File: config.mk
export PLATFORM = sky130hd
export DESIGN_NAME = scan_tap
export DESIGN_NICKNAME = d
export VERILOG_FILES = /design/src/rtl/scan_tap_pkg.sv /design/src/rtl/tap_fsm.sv /design/src/rtl/tap_ir.sv /design/src/rtl/tap_idreg.sv /design/src/rtl/tap_bsr.sv /design/src/rtl/scan_tap.sv
export SDC_FILE = /design/constraint.sdc
export NUM_CORES = 1
export LEC_CHECK = 0
export BUFFER_PORTS_ARGS = -buffer_cell sky130_fd_sc_hd__buf_4
export CAP_MARGIN = 20
export CORE_MARGIN = 2
export CORE_UTILIZATION = 62
export CTS_BUF_LIST = sky130_fd_sc_hd__clkbuf_2 sky130_fd_sc_hd__clkbuf_4 sky130_fd_sc_hd__clkbuf_8
export CTS_CLUSTER_SIZE = 8
export DETAILED_ROUTE_END_ITERATION = 10
export PLACE_DENSITY = 0.85
export SLEW_MARGIN = 10
export SYNTH_ARGS = -nofsm -noshare
export SYNTH_HDL_FRONTEND = slang
export SYNTH_SLANG_ARGS = --single-unit
File: constraint.sdc
create_clock -name tck -period 5.7 [get_ports tck]
set_input_delay 1.425 -clock tck [delete_from_list [all_inputs] [get_ports tck]]
set_output_delay 1.425 -clock tck [all_outputs]
set_load 0.01 [all_outputs]
File: src/rtl/scan_tap_pkg.sv
package scan_tap_pkg;

  typedef enum logic [3:0] {
    ST_RESET,
    ST_IDLE,
    ST_DR_SEL,
    ST_DR_CAP,
    ST_DR_SHIFT,
    ST_DR_EX1,
    ST_DR_PAUSE,
    ST_DR_EX2,
    ST_DR_UPD,
    ST_IR_SEL,
    ST_IR_CAP,
    ST_IR_SHIFT,
    ST_IR_EX1,
    ST_IR_PAUSE,
    ST_IR_EX2,
    ST_IR_UPD
  } tap_state_e;

  typedef enum logic [1:0] {
    PATH_CHAIN,
    PATH_IDENT,
    PATH_BYPASS
  } dr_path_e;

  localparam int IR_W = 3;

  localparam logic [IR_W-1:0] OP_EXTEST  = 3'b000;
  localparam logic [IR_W-1:0] OP_IDCODE  = 3'b001;
  localparam logic [IR_W-1:0] OP_SAMPZ   = 3'b010;
  localparam logic [IR_W-1:0] OP_SAMPLE  = 3'b100;
  localparam logic [IR_W-1:0] OP_BYPASS  = 3'b111;
  localparam logic [IR_W-1:0] IR_CAPTURE = 3'b001;

endpackage

File: src/rtl/tap_fsm.sv
module tap_fsm
  import scan_tap_pkg::*;
(
  input  logic       tck,
  input  logic       por_n,
  input  logic       tms,
  output tap_state_e state
);

  tap_state_e nxt;

  always_comb begin
    case (state)
      ST_RESET:    nxt = tms ? ST_RESET    : ST_IDLE;
      ST_IDLE:     nxt = tms ? ST_DR_SEL   : ST_IDLE;
      ST_DR_SEL:   nxt = tms ? ST_IR_SEL   : ST_DR_CAP;
      ST_DR_CAP:   nxt = tms ? ST_DR_EX1   : ST_DR_SHIFT;
      ST_DR_SHIFT: nxt = tms ? ST_DR_EX1   : ST_DR_SHIFT;
      ST_DR_EX1:   nxt = tms ? ST_DR_UPD   : ST_DR_PAUSE;
      ST_DR_PAUSE: nxt = tms ? ST_DR_EX2   : ST_DR_PAUSE;
      ST_DR_EX2:   nxt = tms ? ST_DR_UPD   : ST_DR_SHIFT;
      ST_DR_UPD:   nxt = tms ? ST_DR_SEL   : ST_IDLE;
      ST_IR_SEL:   nxt = tms ? ST_RESET    : ST_IR_CAP;
      ST_IR_CAP:   nxt = tms ? ST_IR_EX1   : ST_IR_SHIFT;
      ST_IR_SHIFT: nxt = tms ? ST_IR_EX1   : ST_IR_SHIFT;
      ST_IR_EX1:   nxt = tms ? ST_IR_UPD   : ST_IR_PAUSE;
      ST_IR_PAUSE: nxt = tms ? ST_IR_EX2   : ST_IR_PAUSE;
      ST_IR_EX2:   nxt = tms ? ST_IR_UPD   : ST_IR_SHIFT;
      ST_IR_UPD:   nxt = tms ? ST_DR_SEL   : ST_IDLE;
      default:     nxt = ST_RESET;
    endcase
  end

  always_ff @(posedge tck or negedge por_n) begin
    if (!por_n) state <= ST_RESET;
    else        state <= nxt;
  end


  reset_sticky_chk: assert property (@(posedge tck) disable iff (!por_n)
    (state == ST_RESET && tms) |=> state == ST_RESET);


  pause_hold_chk: assert property (@(posedge tck) disable iff (!por_n)
    (state == ST_DR_PAUSE && !tms) |=> state == ST_DR_PAUSE);

endmodule

File: src/rtl/tap_ir.sv
module tap_ir
  import scan_tap_pkg::*;
(
  input  logic            tck,
  input  logic            por_n,
  input  tap_state_e      state,
  input  logic            tdi,
  output logic [IR_W-1:0] ir,
  output logic            ir_so,
  output dr_path_e        path,
  output logic            data_hiz,
  output logic            extest_sel
);

  logic [IR_W-1:0] ir_sh;

  always_ff @(posedge tck or negedge por_n) begin
    if (!por_n)                    ir_sh <= IR_CAPTURE;
    else if (state == ST_IR_CAP)   ir_sh <= IR_CAPTURE;
    else if (state == ST_IR_SHIFT) ir_sh <= {tdi, ir_sh[IR_W-1:1]};
  end

  always_ff @(negedge tck or negedge por_n) begin
    if (!por_n)                  ir <= OP_IDCODE;
    else if (state == ST_RESET)  ir <= OP_IDCODE;
    else if (state == ST_IR_UPD) ir <= ir_sh;
  end

  assign ir_so = ir_sh[0];

  always_comb begin
    path       = PATH_BYPASS;
    data_hiz   = 1'b0;
    extest_sel = 1'b0;
    case (ir)
      OP_EXTEST: begin path = PATH_CHAIN; extest_sel = 1'b1; end
      OP_IDCODE: path = PATH_IDENT;
      OP_SAMPZ:  begin path = PATH_CHAIN; data_hiz = 1'b1; end
      OP_SAMPLE: path = PATH_CHAIN;
      default:   path = PATH_BYPASS;
    endcase
  end


  ir_commit_chk: assert property (@(posedge tck) disable iff (!por_n)
    !(state inside {ST_RESET, ST_IR_UPD}) |-> ir == $past(ir));

endmodule

File: src/rtl/tap_idreg.sv
module tap_idreg #(
  parameter logic [2:0]  REV_CODE = 3'b000,
  parameter logic [16:0] DEV_CODE = 17'h00254,
  parameter logic [10:0] MFR_CODE = 11'b000_0011_0011
) (
  input  logic tck,
  input  logic por_n,
  input  logic cap_en,
  input  logic sh_en,
  input  logic tdi,
  output logic so
);

  localparam logic [31:0] ID_WORD = {REV_CODE, DEV_CODE, MFR_CODE, 1'b1};

  logic [31:0] q;

  always_ff @(posedge tck or negedge por_n) begin
    if (!por_n)      q <= ID_WORD;
    else if (cap_en) q <= ID_WORD;
    else if (sh_en)  q <= {tdi, q[31:1]};
  end

  assign so = q[0];

endmodule

File: src/rtl/tap_bsr.sv
module tap_bsr #(
  parameter int LEN = 107
) (
  input  logic           tck,
  input  logic           por_n,
  input  logic           cap_en,
  input  logic           sh_en,
  input  logic           upd_en,
  input  logic           tdi,
  input  logic [LEN-1:0] pin_in,
  output logic           so,
  output logic [LEN-1:0] pin_out
);

  logic [LEN-1:0] cap_q;
  logic [LEN-1:0] upd_q;
  logic [LEN-1:0] shift_nxt;

  for (genvar i = 0; i < LEN; i++) begin : g_cell
    if (i == LEN - 1) begin : g_head
      assign shift_nxt[i] = tdi;
    end else begin : g_body
      assign shift_nxt[i] = cap_q[i+1];
    end
  end

  always_ff @(posedge tck or negedge por_n) begin
    if (!por_n)      cap_q <= '0;
    else if (cap_en) cap_q <= pin_in;
    else if (sh_en)  cap_q <= shift_nxt;
  end

  always_ff @(negedge tck or negedge por_n) begin
    if (!por_n)      upd_q <= '0;
    else if (upd_en) upd_q <= cap_q;
  end

  assign so      = cap_q[0];
  assign pin_out = upd_q;


  update_hold_chk: assert property (@(posedge tck) disable iff (!por_n)
    !upd_en |-> upd_q == $past(upd_q));

endmodule

File: src/rtl/scan_tap.sv
module scan_tap
  import scan_tap_pkg::*;
#(
  parameter int          BSR_LEN  = 107,
  parameter logic [16:0] DEV_CODE = 17'h00254,
  parameter logic [10:0] MFR_CODE = 11'b000_0011_0011
) (
  input  logic               tck,
  input  logic               por_n,
  input  logic               tms,
  input  logic               tdi,
  input  logic [BSR_LEN-1:0] pin_in,
  output logic               tdo,
  output logic               tdo_oe,
  output logic [BSR_LEN-1:0] pin_out,
  output logic               data_hiz,
  output logic               extest_sel
);

  tap_state_e      state;
  logic [IR_W-1:0] ir;
  logic            ir_so;
  dr_path_e        path;
  logic            id_so, bsr_so, byp_q;
  logic            dr_so;
  logic            cap_dr, sh_dr, upd_dr;
  logic            tdo_q, oe_q;

  tap_fsm u_fsm (
    .tck(tck), .por_n(por_n), .tms(tms), .state(state)
  );

  tap_ir u_ir (
    .tck(tck), .por_n(por_n), .state(state), .tdi(tdi),
    .ir(ir), .ir_so(ir_so), .path(path),
    .data_hiz(data_hiz), .extest_sel(extest_sel)
  );

  assign cap_dr = (state == ST_DR_CAP);
  assign sh_dr  = (state == ST_DR_SHIFT);
  assign upd_dr = (state == ST_DR_UPD);

  tap_idreg #(.DEV_CODE(DEV_CODE), .MFR_CODE(MFR_CODE)) u_id (
    .tck(tck), .por_n(por_n),
    .cap_en(cap_dr && path == PATH_IDENT),
    .sh_en(sh_dr && path == PATH_IDENT),
    .tdi(tdi), .so(id_so)
  );

  tap_bsr #(.LEN(BSR_LEN)) u_bsr (
    .tck(tck), .por_n(por_n),
    .cap_en(cap_dr && path == PATH_CHAIN),
    .sh_en(sh_dr && path == PATH_CHAIN),
    .upd_en(upd_dr && path == PATH_CHAIN),
    .tdi(tdi), .pin_in(pin_in), .so(bsr_so), .pin_out(pin_out)
  );

  always_ff @(posedge tck or negedge por_n) begin
    if (!por_n)                              byp_q <= 1'b0;
    else if (cap_dr && path == PATH_BYPASS)  byp_q <= 1'b0;
    else if (sh_dr && path == PATH_BYPASS)   byp_q <= tdi;
  end

  always_comb begin
    case (path)
      PATH_CHAIN: dr_so = bsr_so;
      PATH_IDENT: dr_so = id_so;
      default:    dr_so = byp_q;
    endcase
  end

  always_ff @(negedge tck or negedge por_n) begin
    if (!por_n) begin
      tdo_q <= 1'b0;
      oe_q  <= 1'b0;
    end else begin
      oe_q  <= (state == ST_IR_SHIFT) || (state == ST_DR_SHIFT);
      tdo_q <= (state == ST_IR_SHIFT) ? ir_so : dr_so;
    end
  end

  assign tdo    = tdo_q;
  assign tdo_oe = oe_q;


  tdo_window_chk: assert property (@(posedge tck) disable iff (!por_n)
    tdo_oe |-> (state == ST_IR_SHIFT || state == ST_DR_SHIFT));


  hiz_ext_excl_chk: assert property (@(posedge tck) disable iff (!por_n)
    !(data_hiz && extest_sel));

endmodule

==> results.json <==
{
  "status": "completed",
  "holdCritPathClass": "register to register",
  "final_common_cell": "mux2_2",
  "layoutNonFillerInstCount": 1278,
  "worst-path-max-fanout": 7,
  "dieArea_um2": 19400,
  "ir_drop_mv": 0.4540,
  "drt_iter0_drc": 230,
  "netlist_area_um2": 11350,
  "synth_cell_type_count": 41,
  "setup_viol": 0,
  "num_io_pins": 222,
  "drive_above_1_share": 0.6273,
  "synth_seq_cells": 259,
  "core_area_um2": 17960,
  "crit_required_ns": 4.28,
  "setup.worst_path.end_class": "primary output",
  "max_cap_violations": 0,
  "fp.dieH_um": 139.3,
  "cts.clk_slew.worst_paths_ns": 0.04,
  "grt_max_degree": 66,
  "hpwl_um": 14780,
  "leakage_uw": 0.007504,
  "clkLatencyLatePin_ns": 0.54,
  "dpl_worst_slack_ns": 0.4975,
  "grt_overflow": 0,
  "hold_viol_final": 0,
  "cts_made_buffers": 43,
  "die_w_um": 139.3,
  "rsz0062_at_grt": "no",
  "slew_violations": 0,
  "power_density_nw_per_um2": 415.6,
  "wl_per_cell_um": 17.90,
  "critical_path_class": "register to primary output",
  "rows": 49,
  "ctsHtreeMaxLevel": 2,
  "synthTopCellsByArea": "mux2_2 (32%), dfrtp_1 (30%), dfrtn_1 (24%), dfstp_2 (2.5%), mux2i_1 (1.5%)",
  "syn-num-nets": 895,
  "cts_tree": "yes",
  "diodes": 0,
  "drt-total-wl_um": 22870,
  "yosys_warnings": 0,
  "initial_core_util": 0.6317,
  "antenna_found_initial": 0,
  "dr.pass1.iters": 4,
  "p_total_uw": 5905,
  "vias": 6989,
  "max_slew.worst_pin.slew_ns": 0.8797,
  "grt_use_total": 0.2387,
  "dp.cells": 1199,
  "vias_per_cell": 5.469,
  "cts-root-buf": "clkbuf_8",
  "yosysTopAreaCellShare": 0.3225,
  "clockBufferDepth": 3,
  "fin_setup_tns_ns": 0,
  "syn_area_per_cell_um2": 14.47,
  "max_slew_margin": 0.4122,
  "grt_pass1_wl_um": 37780,
  "syn2layout_area_growth_pct": 25.22,
  "worst_slack_ns": 0.08259,
  "cts_resized": 0,
  "drc": 0,
  "antenna_left": 0,
  "post-synth-top-area-cell": "mux2_2",
  "start_kind": "register",
  "portBuffers": 221,
  "grt_pass1_vias": 7456,
  "ys_seq_area_frac": 0.5724,
  "finClkSkew_ns": 0.05020,
  "cts.sinks": 259,
  "final_cell_mix": "mux2_2 (325), buf_4 (233), dfrtp_1 (137)",
  "gp_congestion": 0.7880,
  "hold_ws_ns": 0.4520,
  "critPathArrivalTime_ns": 4.19,
  "final_nets": 1127,
  "netlist_instances": 784
}
metrics by stage:
stage	utilization	cell area, um2
after floorplan	-	11350
after global placement	0.7387	13270
after detailed placement	0.7387	13270
after CTS	0.7910	14210
after global routing	0.7910	14210
final	0.7910	14210
final timing paths:
check,start,endpoint,slack (ns),cells past startpoint
setup / recovery,u_ir.ir[0],data_hiz,0.08,2
hold / removal,u_bsr.pin_out[105],u_bsr.pin_out[105],0.45,1
setup reg to reg,u_fsm.state[2],u_bsr.pin_out[69],0.63,4
hold reg to reg,u_bsr.pin_out[105],u_bsr.pin_out[105],0.45,1
max in group asynchronous,por_n,u_bsr.pin_out[42],1.53,2
min in group asynchronous,por_n,u_ir.ir_sh[1],0.78,1
routing by layer:
layer	up-vias	wire length [um]	global-route usage
li1	3256	-	-
met1	3498	9578	0.3114
met2	191	10890	0.3759
met3	44	1863	0.08500
met4	0	536	0.08081
met5	-	0	0
registers in the layout, indices dropped and copies added, names as in the netlist:
register       flops
u_bsr.cap_q      107
u_bsr.pin_out    107
u_id.q            32
u_fsm.state        4
u_ir.ir            3
u_ir.ir_sh         3
byp_q              1
tdo                1
tdo_oe             1
power breakdown:
group          total (uW)  internal [uW]  switching [uW]
registers            2550           2280             272
clock network        1720           1010             707
logic                1640            937             701
synth_stat cells, drive strengths merged:
cell type  instances
or4b               1
and2               1
nand2b             3
nor3b              2
and3b              1
nor4b              1
a21o               2
or3                1
clkbuf            15
a31oi              1
and3               3
nor3               2
nor4bb             1
o41ai              1
and4b              1
nand3              2
a211oi             4
nor2              26
a211o              2
o21a               1
dfrtp            137
inv               20
xor2               1
buf               37
nand3b             1
nand4              1
dfstp             11
mux2i             17
o22ai              4
a21oi              6
nand2             22
dfrtn            111
a2111oi            1
nand4bb            1
mux2             338
o21ai              5
cells by family (layout without fill, tap and decap cells):
logic type	Yosys count	in the layout	synth area share
AO/OA/AOI/OAI	27	27	0.01731
multiplexers	355	355	0.3504
flip-flops	259	259	0.5724
AND/OR/NAND/NOR	70	70	0.02977
XOR/XNOR	1	1	0.0007720
buffers and inverters	72	337	0.02933
worst max-delay path: stages (launching register included):
cell and delay, ns:
dfstp_2 0.57, nor3b_1 0.07, buf_4 0.15
layout make-up:
class	instances	area, um2
flip-flops and latches	259	6495
clock buffers	76	920.9
multi-input cells	453	4557
repair buffers	239	1864
clock inverters	3	13.76
inverters	19	71.32
well taps	229	286.5
fillers	1057	3755
timing repair:
action / 4_1_cts / 5_1_grt
setup buffers: 1 / 0
endpoints found under the setup margin: 1 / 0
hold buffers: 0 / 0
(Power assumes the default switching activity.)
